**src/rtl/stkptr_pkg.sv**
```systemverilog
package stkptr_pkg;

  typedef enum logic [2:0] {
    OP_NOP    = 3'd0,
    OP_PUSH8  = 3'd1,
    OP_PUSH16 = 3'd2,
    OP_POP8   = 3'd3,
    OP_POP16  = 3'd4,
    OP_LOAD   = 3'd5,
    OP_EMU    = 3'd6,
    OP_NAT    = 3'd7
  } stk_op_e;

  typedef enum logic [1:0] {
    SQ_IDLE  = 2'd0,
    SQ_FIRST = 2'd1,
    SQ_LAST  = 2'd2
  } seq_state_e;

  localparam int          SP_W     = 16;
  localparam int          BYTE_W   = 8;
  localparam logic [7:0]  EMU_PAGE = 8'h01;

  // Apply the mode rule to a candidate pointer value.
  function automatic logic [SP_W-1:0] confine(input logic [SP_W-1:0] v,
                                              input logic emu_m);
    return emu_m ? {EMU_PAGE, v[BYTE_W-1:0]} : v;
  endfunction

endpackage

```
**src/rtl/stkptr_ptr.sv**
```systemverilog
module stkptr_ptr
  import stkptr_pkg::*;
#(
  parameter logic [SP_W-1:0] RESET_SP = 16'h01FF
) (
  input  logic            clk,
  input  logic            rst_n,
  input  logic            step_up,
  input  logic            step_dn,
  input  logic            ld_en,
  input  logic [SP_W-1:0] ld_val,
  input  logic            go_emu,
  input  logic            go_nat,
  output logic [SP_W-1:0] sp,
  output logic [SP_W-1:0] sp_up,
  output logic            emu
);

  logic [SP_W-1:0] sp_q, sp_d;
  logic            emu_q, emu_d;
  logic            sp_en, emu_en;

  always_comb begin
    sp_up  = confine(sp_q + 16'd1, emu_q);
    sp_d   = sp_q;
    emu_d  = emu_q;
    sp_en  = 1'b0;
    emu_en = 1'b0;
    if (step_up) begin
      sp_d  = sp_up;
      sp_en = 1'b1;
    end else if (step_dn) begin
      sp_d  = confine(sp_q - 16'd1, emu_q);
      sp_en = 1'b1;
    end else if (ld_en) begin
      sp_d  = confine(ld_val, emu_q);
      sp_en = 1'b1;
    end else if (go_emu) begin
      sp_d   = confine(sp_q, 1'b1);
      emu_d  = 1'b1;
      sp_en  = 1'b1;
      emu_en = 1'b1;
    end else if (go_nat) begin
      emu_d  = 1'b0;
      emu_en = 1'b1;
    end
  end

  always_ff @(posedge clk or negedge rst_n) begin
    if (!rst_n) begin
      sp_q  <= RESET_SP;
      emu_q <= 1'b1;
    end else begin
      if (sp_en)  sp_q  <= sp_d;
      if (emu_en) emu_q <= emu_d;
    end
  end

  assign sp  = sp_q;
  assign emu = emu_q;

  AST_EMU_PAGE: assert property (@(posedge clk) disable iff (!rst_n)
    emu_q |-> sp_q[SP_W-1:BYTE_W] == EMU_PAGE);

  AST_NAT_WRAP: assert property (@(posedge clk) disable iff (!rst_n)
    (!emu_q && step_dn && sp_q == 16'h0000) |=> sp_q == 16'hFFFF);

endmodule

```
**src/rtl/stkptr_seq.sv**
```systemverilog
module stkptr_seq
  import stkptr_pkg::*;
(
  input  logic              clk,
  input  logic              rst_n,
  input  logic              cmd_valid,
  input  logic [2:0]        cmd_op,
  input  logic [SP_W-1:0]   cmd_wdata,
  input  logic [BYTE_W-1:0] mem_rdata,
  output logic              busy,
  output logic              acc_push,
  output logic              acc_pop,
  output logic [BYTE_W-1:0] mem_wdata,
  output logic              ld_en,
  output logic [SP_W-1:0]   ld_val,
  output logic              go_emu,
  output logic              go_nat,
  output logic [SP_W-1:0]   pop_data,
  output logic              pop_valid
);

  seq_state_e        st_q, st_d;
  logic              is_pop_q, is_pop_d;
  logic              word_q, word_d;
  logic [SP_W-1:0]   dat_q, dat_d;
  logic [BYTE_W-1:0] lo_q, lo_d;
  logic [SP_W-1:0]   res_q, res_d;
  logic              pv_d;
  logic              take, hold_en, lo_en, res_en;
  stk_op_e           op;

  assign op   = stk_op_e'(cmd_op);
  assign busy = (st_q != SQ_IDLE);
  assign take = cmd_valid && !busy;

  // Pointer commands act at the accepting edge.
  assign ld_en  = take && (op == OP_LOAD);
  assign ld_val = cmd_wdata;
  assign go_emu = take && (op == OP_EMU);
  assign go_nat = take && (op == OP_NAT);

  assign acc_push = busy && !is_pop_q;
  assign acc_pop  = busy && is_pop_q;

  always_comb begin
    st_d     = st_q;
    is_pop_d = is_pop_q;
    word_d   = word_q;
    dat_d    = dat_q;
    hold_en  = 1'b0;
    lo_d     = mem_rdata;
    lo_en    = 1'b0;
    res_d    = res_q;
    res_en   = 1'b0;
    pv_d     = 1'b0;
    mem_wdata = '0;
    unique case (st_q)
      SQ_IDLE: begin
        if (take && (op == OP_PUSH8 || op == OP_PUSH16 ||
                     op == OP_POP8  || op == OP_POP16)) begin
          st_d     = SQ_FIRST;
          is_pop_d = (op == OP_POP8) || (op == OP_POP16);
          word_d   = (op == OP_PUSH16) || (op == OP_POP16);
          dat_d    = cmd_wdata;
          hold_en  = 1'b1;
        end
      end
      SQ_FIRST: begin
        mem_wdata = word_q ? dat_q[SP_W-1:BYTE_W] : dat_q[BYTE_W-1:0];
        if (word_q) begin
          st_d  = SQ_LAST;
          lo_en = is_pop_q;
        end else begin
          st_d = SQ_IDLE;
          if (is_pop_q) begin
            res_d  = {{BYTE_W{1'b0}}, mem_rdata};
            res_en = 1'b1;
            pv_d   = 1'b1;
          end
        end
      end
      SQ_LAST: begin
        mem_wdata = dat_q[BYTE_W-1:0];
        st_d      = SQ_IDLE;
        if (is_pop_q) begin
          res_d  = {mem_rdata, lo_q};
          res_en = 1'b1;
          pv_d   = 1'b1;
        end
      end
      default: st_d = SQ_IDLE;
    endcase
  end

  always_ff @(posedge clk or negedge rst_n) begin
    if (!rst_n) begin
      st_q      <= SQ_IDLE;
      is_pop_q  <= 1'b0;
      word_q    <= 1'b0;
      dat_q     <= '0;
      lo_q      <= '0;
      res_q     <= '0;
      pop_valid <= 1'b0;
    end else begin
      st_q      <= st_d;
      pop_valid <= pv_d;
      if (hold_en) begin
        is_pop_q <= is_pop_d;
        word_q   <= word_d;
        dat_q    <= dat_d;
      end
      if (lo_en)  lo_q  <= lo_d;
      if (res_en) res_q <= res_d;
    end
  end

  assign pop_data = res_q;

  AST_POPV_FOLLOWS_READ: assert property (@(posedge clk) disable iff (!rst_n)
    pop_valid |-> $past(acc_pop));

  AST_BUSY_NO_LOAD: assert property (@(posedge clk) disable iff (!rst_n)
    busy |-> !ld_en && !go_emu && !go_nat);

endmodule

```
**src/rtl/stkptr_unit.sv**
```systemverilog
module stkptr_unit
  import stkptr_pkg::*;
#(
  parameter int               ADDR_W   = 24,
  parameter logic [SP_W-1:0]  RESET_SP = 16'h01FF
) (
  input  logic              clk,
  input  logic              rst_n,
  input  logic              cmd_valid,
  input  logic [2:0]        cmd_op,
  input  logic [SP_W-1:0]   cmd_wdata,
  output logic              busy,
  output logic [ADDR_W-1:0] mem_addr,
  output logic              mem_we,
  output logic [BYTE_W-1:0] mem_wdata,
  output logic              mem_re,
  input  logic [BYTE_W-1:0] mem_rdata,
  output logic [SP_W-1:0]   pop_data,
  output logic              pop_valid,
  output logic [SP_W-1:0]   sp,
  output logic              emu
);

  localparam int BANK_W = ADDR_W - SP_W;

  logic            acc_push, acc_pop, ld_en, go_emu, go_nat;
  logic [SP_W-1:0] ld_val, sp_up;

  stkptr_seq u_seq (
    .clk       (clk),
    .rst_n     (rst_n),
    .cmd_valid (cmd_valid),
    .cmd_op    (cmd_op),
    .cmd_wdata (cmd_wdata),
    .mem_rdata (mem_rdata),
    .busy      (busy),
    .acc_push  (acc_push),
    .acc_pop   (acc_pop),
    .mem_wdata (mem_wdata),
    .ld_en     (ld_en),
    .ld_val    (ld_val),
    .go_emu    (go_emu),
    .go_nat    (go_nat),
    .pop_data  (pop_data),
    .pop_valid (pop_valid)
  );

  stkptr_ptr #(.RESET_SP(RESET_SP)) u_ptr (
    .clk     (clk),
    .rst_n   (rst_n),
    .step_up (acc_pop),
    .step_dn (acc_push),
    .ld_en   (ld_en),
    .ld_val  (ld_val),
    .go_emu  (go_emu),
    .go_nat  (go_nat),
    .sp      (sp),
    .sp_up   (sp_up),
    .emu     (emu)
  );

  assign mem_we   = acc_push;
  assign mem_re   = acc_pop;
  assign mem_addr = {{BANK_W{1'b0}}, (acc_pop ? sp_up : sp)};

  AST_ONE_STROBE: assert property (@(posedge clk) disable iff (!rst_n)
    !(mem_we && mem_re));

  AST_BANK_ZERO: assert property (@(posedge clk) disable iff (!rst_n)
    (mem_we || mem_re) |-> mem_addr[ADDR_W-1:SP_W] == '0);

  AST_WRITE_THEN_DROP: assert property (@(posedge clk) disable iff (!rst_n)
    mem_we |=> sp == confine($past(mem_addr[SP_W-1:0]) - 16'd1, emu));

  AST_READ_LANDS: assert property (@(posedge clk) disable iff (!rst_n)
    mem_re |=> sp == $past(mem_addr[SP_W-1:0]));

endmodule

```
**config.mk**
```make
export PLATFORM = sky130hd
export DESIGN_NAME = stkptr_unit
export DESIGN_NICKNAME = d
export VERILOG_FILES = /design/src/rtl/stkptr_pkg.sv /design/src/rtl/stkptr_ptr.sv /design/src/rtl/stkptr_seq.sv /design/src/rtl/stkptr_unit.sv
export SDC_FILE = /design/constraint.sdc
export NUM_CORES = 1
export LEC_CHECK = 0
export BUFFER_PORTS_ARGS = -buffer_cell sky130_fd_sc_hd__buf_2
export CORE_ASPECT_RATIO = 0.5
export CORE_MARGIN = 1
export CORE_UTILIZATION = 56
export CTS_BUF_LIST = sky130_fd_sc_hd__clkbuf_8
export DETAILED_ROUTE_END_ITERATION = 7
export PLACE_DENSITY = 0.94
export SYNTH_ARGS = -nofsm -noshare
export SYNTH_HDL_FRONTEND = slang
export SYNTH_SLANG_ARGS = --single-unit
```
**constraint.sdc**
```tcl
create_clock -name clk -period 3.55 [get_ports clk]
set_input_delay 0.71 -clock clk [delete_from_list [all_inputs] [get_ports clk]]
set_output_delay 0.71 -clock clk [all_outputs]
set_load 0.01 [all_outputs]
```
* Word level (Yosys, flattened, before mapping)
Index checks and enable logic that the tools add are counted.
** Word-level totals
- Memories :: 0
- Output and inout port bits :: 69
- Flip-flop bits (word level) :: 62
- Latch bits :: 0
- Bits of input ports :: 30
- ROM bits :: 0
- Memory bits (writable) :: 0
- Logic and storage cells :: 88
** Cells by class
- Multipliers :: 0
- Div/mod/pow operators :: 0
- Add/subtract/negate cells :: 2
- Reduce and logical (&&, ||, !) cells :: 25
- Bitwise logic cells :: 3
- Muxes and demuxes :: 35
- Shift-type cells :: 0
- Equal/unequal tests :: 13
- Magnitude comparators :: 0
** Operators by type and width (number)
- $mux W16 :: 11
- $pmux W16 S2 :: 1
- $mux W1 :: 17
- $add A16 B1 Y16 const B :: 1
- $pmux W8 S2 :: 1
- $sub A16 B1 Y16 const B :: 1
- $eq A3 B3 Y1 const B :: 4
- $reduce_and A5 Y1 :: 2
- $mux W8 :: 1
- $logic_and A1 B1 Y1 :: 7
- $eq A3 B2 Y1 const B :: 2
- $ne A2 B1 Y1 const B :: 3
- $reduce_bool A2 Y1 :: 3
- $logic_or A1 B1 Y1 :: 5
- $mux W2 :: 2
- $pmux W2 S2 :: 1
- $reduce_and A2 Y1 :: 2
- $reduce_bool A4 Y1 :: 1
- $eq A3 B1 Y1 const B :: 1
- $not A1 Y1 :: 3
- $reduce_and A3 Y1 :: 1
- $reduce_bool A3 Y1 :: 1
- $eq A2 B1 Y1 const B :: 1
- $eq A2 B2 Y1 const B :: 1
- other kinds (4) :: 5

* Longest topological paths before layout
- Depth after elaboration :: 10
- Depth in mapped cells :: 10
- Mapped depth without buffers :: 8

* Hierarchy
A second synthesis with hierarchy kept.
** Unflattened totals
- Cells, all modules :: 470
- Area, all modules :: 4662.0 µm²
** By module, submodules not included
- stkptr_seq :: instances 1, cells an instance 194, sequential area each 1126.1 µm², area each 2417.3 µm²
- stkptr_ptr :: instances 1, cells an instance 249, sequential area each 437.9 µm², area each 1931.9 µm²
- stkptr_unit :: instances 1, cells an instance 27, sequential area each 0.0 µm², area each 312.8 µm²

* Worst setup path after synthesis
No wires, ideal clock.
- Kind :: flip-flop to output port
- Start point :: register u_ptr.sp_q[0] (netlist: u_ptr.sp[0])
- End point :: output port mem_addr[14]
- Path buffers :: 0
- Data required time :: 2.840 ns
- Setup slack :: 0.673 ns
- Data arrival time :: 2.167 ns
- Cell stages (with the launch flop) :: 7
- Path through :: dfstp_2 ha_1 and3_1 nand3_1 or4b_2 a21o_1 nand2_1
** Between the ends
- Word-level cells in the longest chain between the ends :: 3
** RTL lines
- from (decl) :: line stkptr_ptr.sv:19 : logic [SP_W-1:0] sp_q, sp_d;
- from (signal assigned) :: line stkptr_ptr.sv:54 : if (sp_en) sp_q <= sp_d;
- $add A16 B1 Y16 :: line stkptr_ptr.sv:24 : sp_up = confine(sp_q + 16'd1, emu_q);
- $mux W16 :: line stkptr_pkg.sv:27 : return emu_m ? {EMU_PAGE, v[BYTE_W-1:0]} : v;
- $mux W16 :: line stkptr_unit.sv:64 : assign mem_addr = {{BANK_W{1'b0}}, (acc_pop ? sp_up : sp)};
- to (decl) :: line stkptr_unit.sv:13 : output logic [ADDR_W-1:0] mem_addr,
Every way passes these cells.

* Worst setup path after layout
Ends and elaborated chain as after synthesis.

==> flow_metrics.env <==
export IMPL_cp_data_arrival_time_ns=2.68
export IMPL_synthCells=425
export IMPL_finalWorstPathRequiredPeriod_ns=3.39
export IMPL_grt_first_pass_wirelength_mm=15.3
export IMPL_core_um2=6780
export IMPL_dr_iter_0_viols=213
export IMPL_io_buffer_count=90
export IMPL_die_area_um2=7470
export IMPL_net_switching_power_w=0.00191
export IMPL_worst_clock_skew_ns=0.0113
export IMPL_tns_ns=0
export IMPL_antenna_found_initial=0
export IMPL_vias_in_the_first_global_route=3080
export IMPL_worstPathCellList="ha_2, and3_1, nand3_2, or4b_2, a21o_1, nand2_1, buf_2"
export IMPL_max_cap_violations=0
export IMPL_cellInternalPower_w=0.00234
export IMPL_routed_wire_length_per_instance_um=16.5
export IMPL_cts_htree_levels=3
export IMPL_power_density_nw_per_um2=932
export IMPL_cell_with_the_most_instances_after_synthesis="dfrtp_1"
export IMPL_finalWorstSetupSlack_ns=0.157
export IMPL_grt_remaining_overflow=0
export IMPL_drt_pass1_iter_count=4
export IMPL_maximum_number_of_pins_on_one_net_before_global_route_repair=47
export IMPL_post_drt_via_cell_ratio=5.90
export IMPL_setup_worst_path_start_class="register"
export IMPL_grt_setup_unrepaired="no"
export IMPL_critical_path_rt_ns=2.84
export IMPL_leakage_nw=2.04
export IMPL_max_slew_worst_pin_slew_ns=1.04
export IMPL_tritoncts="yes"
export IMPL_io_pin_count=99
export IMPL_ys_flop_type="dfrtp_1"
export IMPL_clkTransAtPathRegs_ns=0.08
export IMPL_netlist_area_leader_share=0.327
export IMPL_drt_wl_total_mm=9.84
export IMPL_cpMaxStageDelayCell="or4b_2"
export IMPL_synth_top_cells_by_area="dfrtp_1, mux2_2, dfstp_2"
export IMPL_dr_total_vias=3513
export IMPL_synth_seq_cells=62
export IMPL_final_cells=595
export IMPL_cts_buffers=9
export IMPL_timing_max_transition_violations_final=0
export IMPL_clock_power_share=0.135
export IMPL_placed_cells_incl_taps=579
export IMPL_vdd_ir_drop_worst_mv=0.555
export IMPL_grt_total_usage=0.273
export IMPL_critical_path_max_fanout=10
export IMPL_synth_to_final_area_change_pct=14.6
export IMPL_p_seq_frac=0.351
export IMPL_clock_tree_buffer_depth=2
export IMPL_hold_viol=0
export IMPL_fin_hold_ws_ns=0.481
export IMPL_worst_skew_pair_late_latency_ns=0.35
export IMPL_yosys_area_top_type="dfrtp_1"
export IMPL_endpoint_kind="output port"
export IMPL_core_rowCount=21
export IMPL_final_min_period_over_clock_period=0.956
export IMPL_combinationalPowerShare=0.514
export IMPL_crit_type="reg -> out"
export IMPL_cts_sinks=62
export IMPL_post_place_ws_ns=0.455
export IMPL_antenna_diode_count=0
export IMPL_max_slew_margin_rel=0.305
export IMPL_layout_drive_gt1_share=0.342
export IMPL_yosysSeqAreaShare=0.393
export IMPL_syn_area_per_cell_um2=9.37
export IMPL_root_buffer="clkbuf_8"
export IMPL_gp_congestion=0.930
export IMPL_switching_share=0.449
export IMPL_fmax_mhz=295
export IMPL_class_of_the_tightest_hold_or_removal_check="reg -> reg"
export IMPL_dpl_hpwl_mm=7.05
export IMPL_number_of_enable_type_register_cells_in_the_synthesized_netlist=0
export IMPL_post_synth_num_cell_types=65
export IMPL_post_detailed_route_drc_marker_count=0
export IMPL_nets=534
export IMPL_antenna_left=0
export IMPL_setup_viol_count_final=0
export IMPL_critPathMaxStageDelay_ns=0.67
export IMPL_ys_top_cells_by_count="dfrtp_1, nand2_1, mux2_2"
export IMPL_start_util=0.587
export IMPL_run_status="finished, final reports clean"
export IMPL_synthesis_area_um2=3980
export IMPL_async_reset_ff_frac=1.00
export IMPL_die_w_um=121
export IMPL_die_h_um=61.6
export IMPL_synth_warning_count=0
state kept, by name (all words and copies together), names as in the netlist:
| signal | flops |
|---|---|
| u_ptr.emu | 1 |
| u_ptr.sp | 16 |
| u_seq.dat_q | 16 |
| u_seq.is_pop_q | 1 |
| u_seq.lo_q | 8 |
| u_seq.pop_data | 16 |
| u_seq.pop_valid | 1 |
| u_seq.st_q | 2 |
| u_seq.word_q | 1 |
cell families after synthesis:
kind of cell	count (synthesis)	share of synthesized area
and+or+nand+nor	143	0.180
AOI/OAI and AO/OA	93	0.156
DFF	62	0.393
muxes	53	0.145
buffers and inverters	50	0.0698
xor gates and xnor gates	17	0.0374
adders and majority gates	6	0.0189
other	1	0.000942
power by group through the flow:
stage          clock (W)  sequential, W  combinational [W]
2_1_floorplan          0        0.00135            0.00166
3_3_place_gp           0        0.00145            0.00209
3_5_place_dp           0        0.00148            0.00217
4_1_cts         0.000581        0.00148            0.00218
5_1_grt         0.000606        0.00154            0.00243
6_report        0.000572        0.00149            0.00218
worst max-delay path: cells and delay by family, from the launching register on:
kind / cells / cell delay (ns)
fa+ha+maj: 1 / 0.25
compound gates: 1 / 0.21
simple gates: 4 / 1.12
flops: 1 / 0.64
buf+inv: 1 / 0.12
per-layer routing:
| metal | wire length, µm | vias to the layer above | GRT usage |
|---|---|---|---|
| li1 | - | 1650 | - |
| met1 | 4270 | 1689 | 0.343 |
| met2 | 4630 | 154 | 0.463 |
| met3 | 754 | 20 | 0.0722 |
| met4 | 186 | 0 | 0.111 |
| met5 | 0 | - | 0 |
metrics by stage:
stage / util / instance area [µm²] / power (W)
after detailed placement: 0.645 / 4370 / 0.00365
after floorplan: - / 4010 / 0.00301
after global routing: 0.673 / 4560 / 0.00458
after global placement: 0.645 / 4370 / 0.00355
after CTS: 0.672 / 4550 / 0.00424
final: 0.673 / 4560 / 0.00425
cell usage in the layout, fill, tap and decap left out, types with 3 or more instances in the layout:
| cell | instances |
|---|---|
| a221o_1 | 5 |
| dfstp_2 | 10 |
| nor2b_1 | 10 |
| mux2_2 | 36 |
| nand2_1 | 51 |
| nor4_1 | 3 |
| a21oi_1 | 10 |
| xnor2_1 | 10 |
| inv_6 | 3 |
| inv_1 | 9 |
| a22oi_1 | 10 |
| nor3_1 | 12 |
| a31oi_1 | 4 |
| nand4_1 | 6 |
| nor2_1 | 27 |
| mux2i_1 | 17 |
| nand3_1 | 9 |
| o22a_1 | 3 |
| o21ai_0 | 35 |
| clkbuf_8 | 9 |
| buf_4 | 6 |
| clkinvlp_4 | 4 |
| buf_2 | 90 |
| ha_1 | 5 |
| or3_1 | 4 |
| dfrtp_1 | 52 |
| conb_1 | 8 |
| xor2_1 | 7 |
area by class of cell:
| class | count | area, µm² |
|---|---|---|
| fill | 532 | 2220 |
| timing repair buffer | 96 | 495 |
| multi-input combinational | 320 | 2170 |
| sequential | 62 | 1560 |
| tap | 92 | 115 |
| clock inverter | 7 | 56.3 |
| clock buffer | 9 | 124 |
| inverter | 9 | 33.8 |
repair_timing:
item | 4_1_cts | 5_1_grt
setup buffers | 0 | 0
resized for setup | 0 | 2
hold buffers | 0 | 0
endpoints found under the setup margin | 0 | 2
final timing paths:
path,startpoint,endpoint,slack (ns),cells after the start
max in group asynchronous,rst_n,u_seq.pop_data[2],2.19,2
min in group asynchronous,rst_n,u_ptr.sp[13],0.55,1
max reg2reg,u_seq.st_q[1],u_seq.st_q[0],1.02,8
max,u_ptr.sp[0],mem_addr[14],0.16,7
min reg2reg,u_seq.pop_data[13],u_seq.pop_data[13],0.48,2
min,u_seq.pop_data[13],u_seq.pop_data[13],0.48,2
No activity file was read; power rests on OpenSTA's default activity.
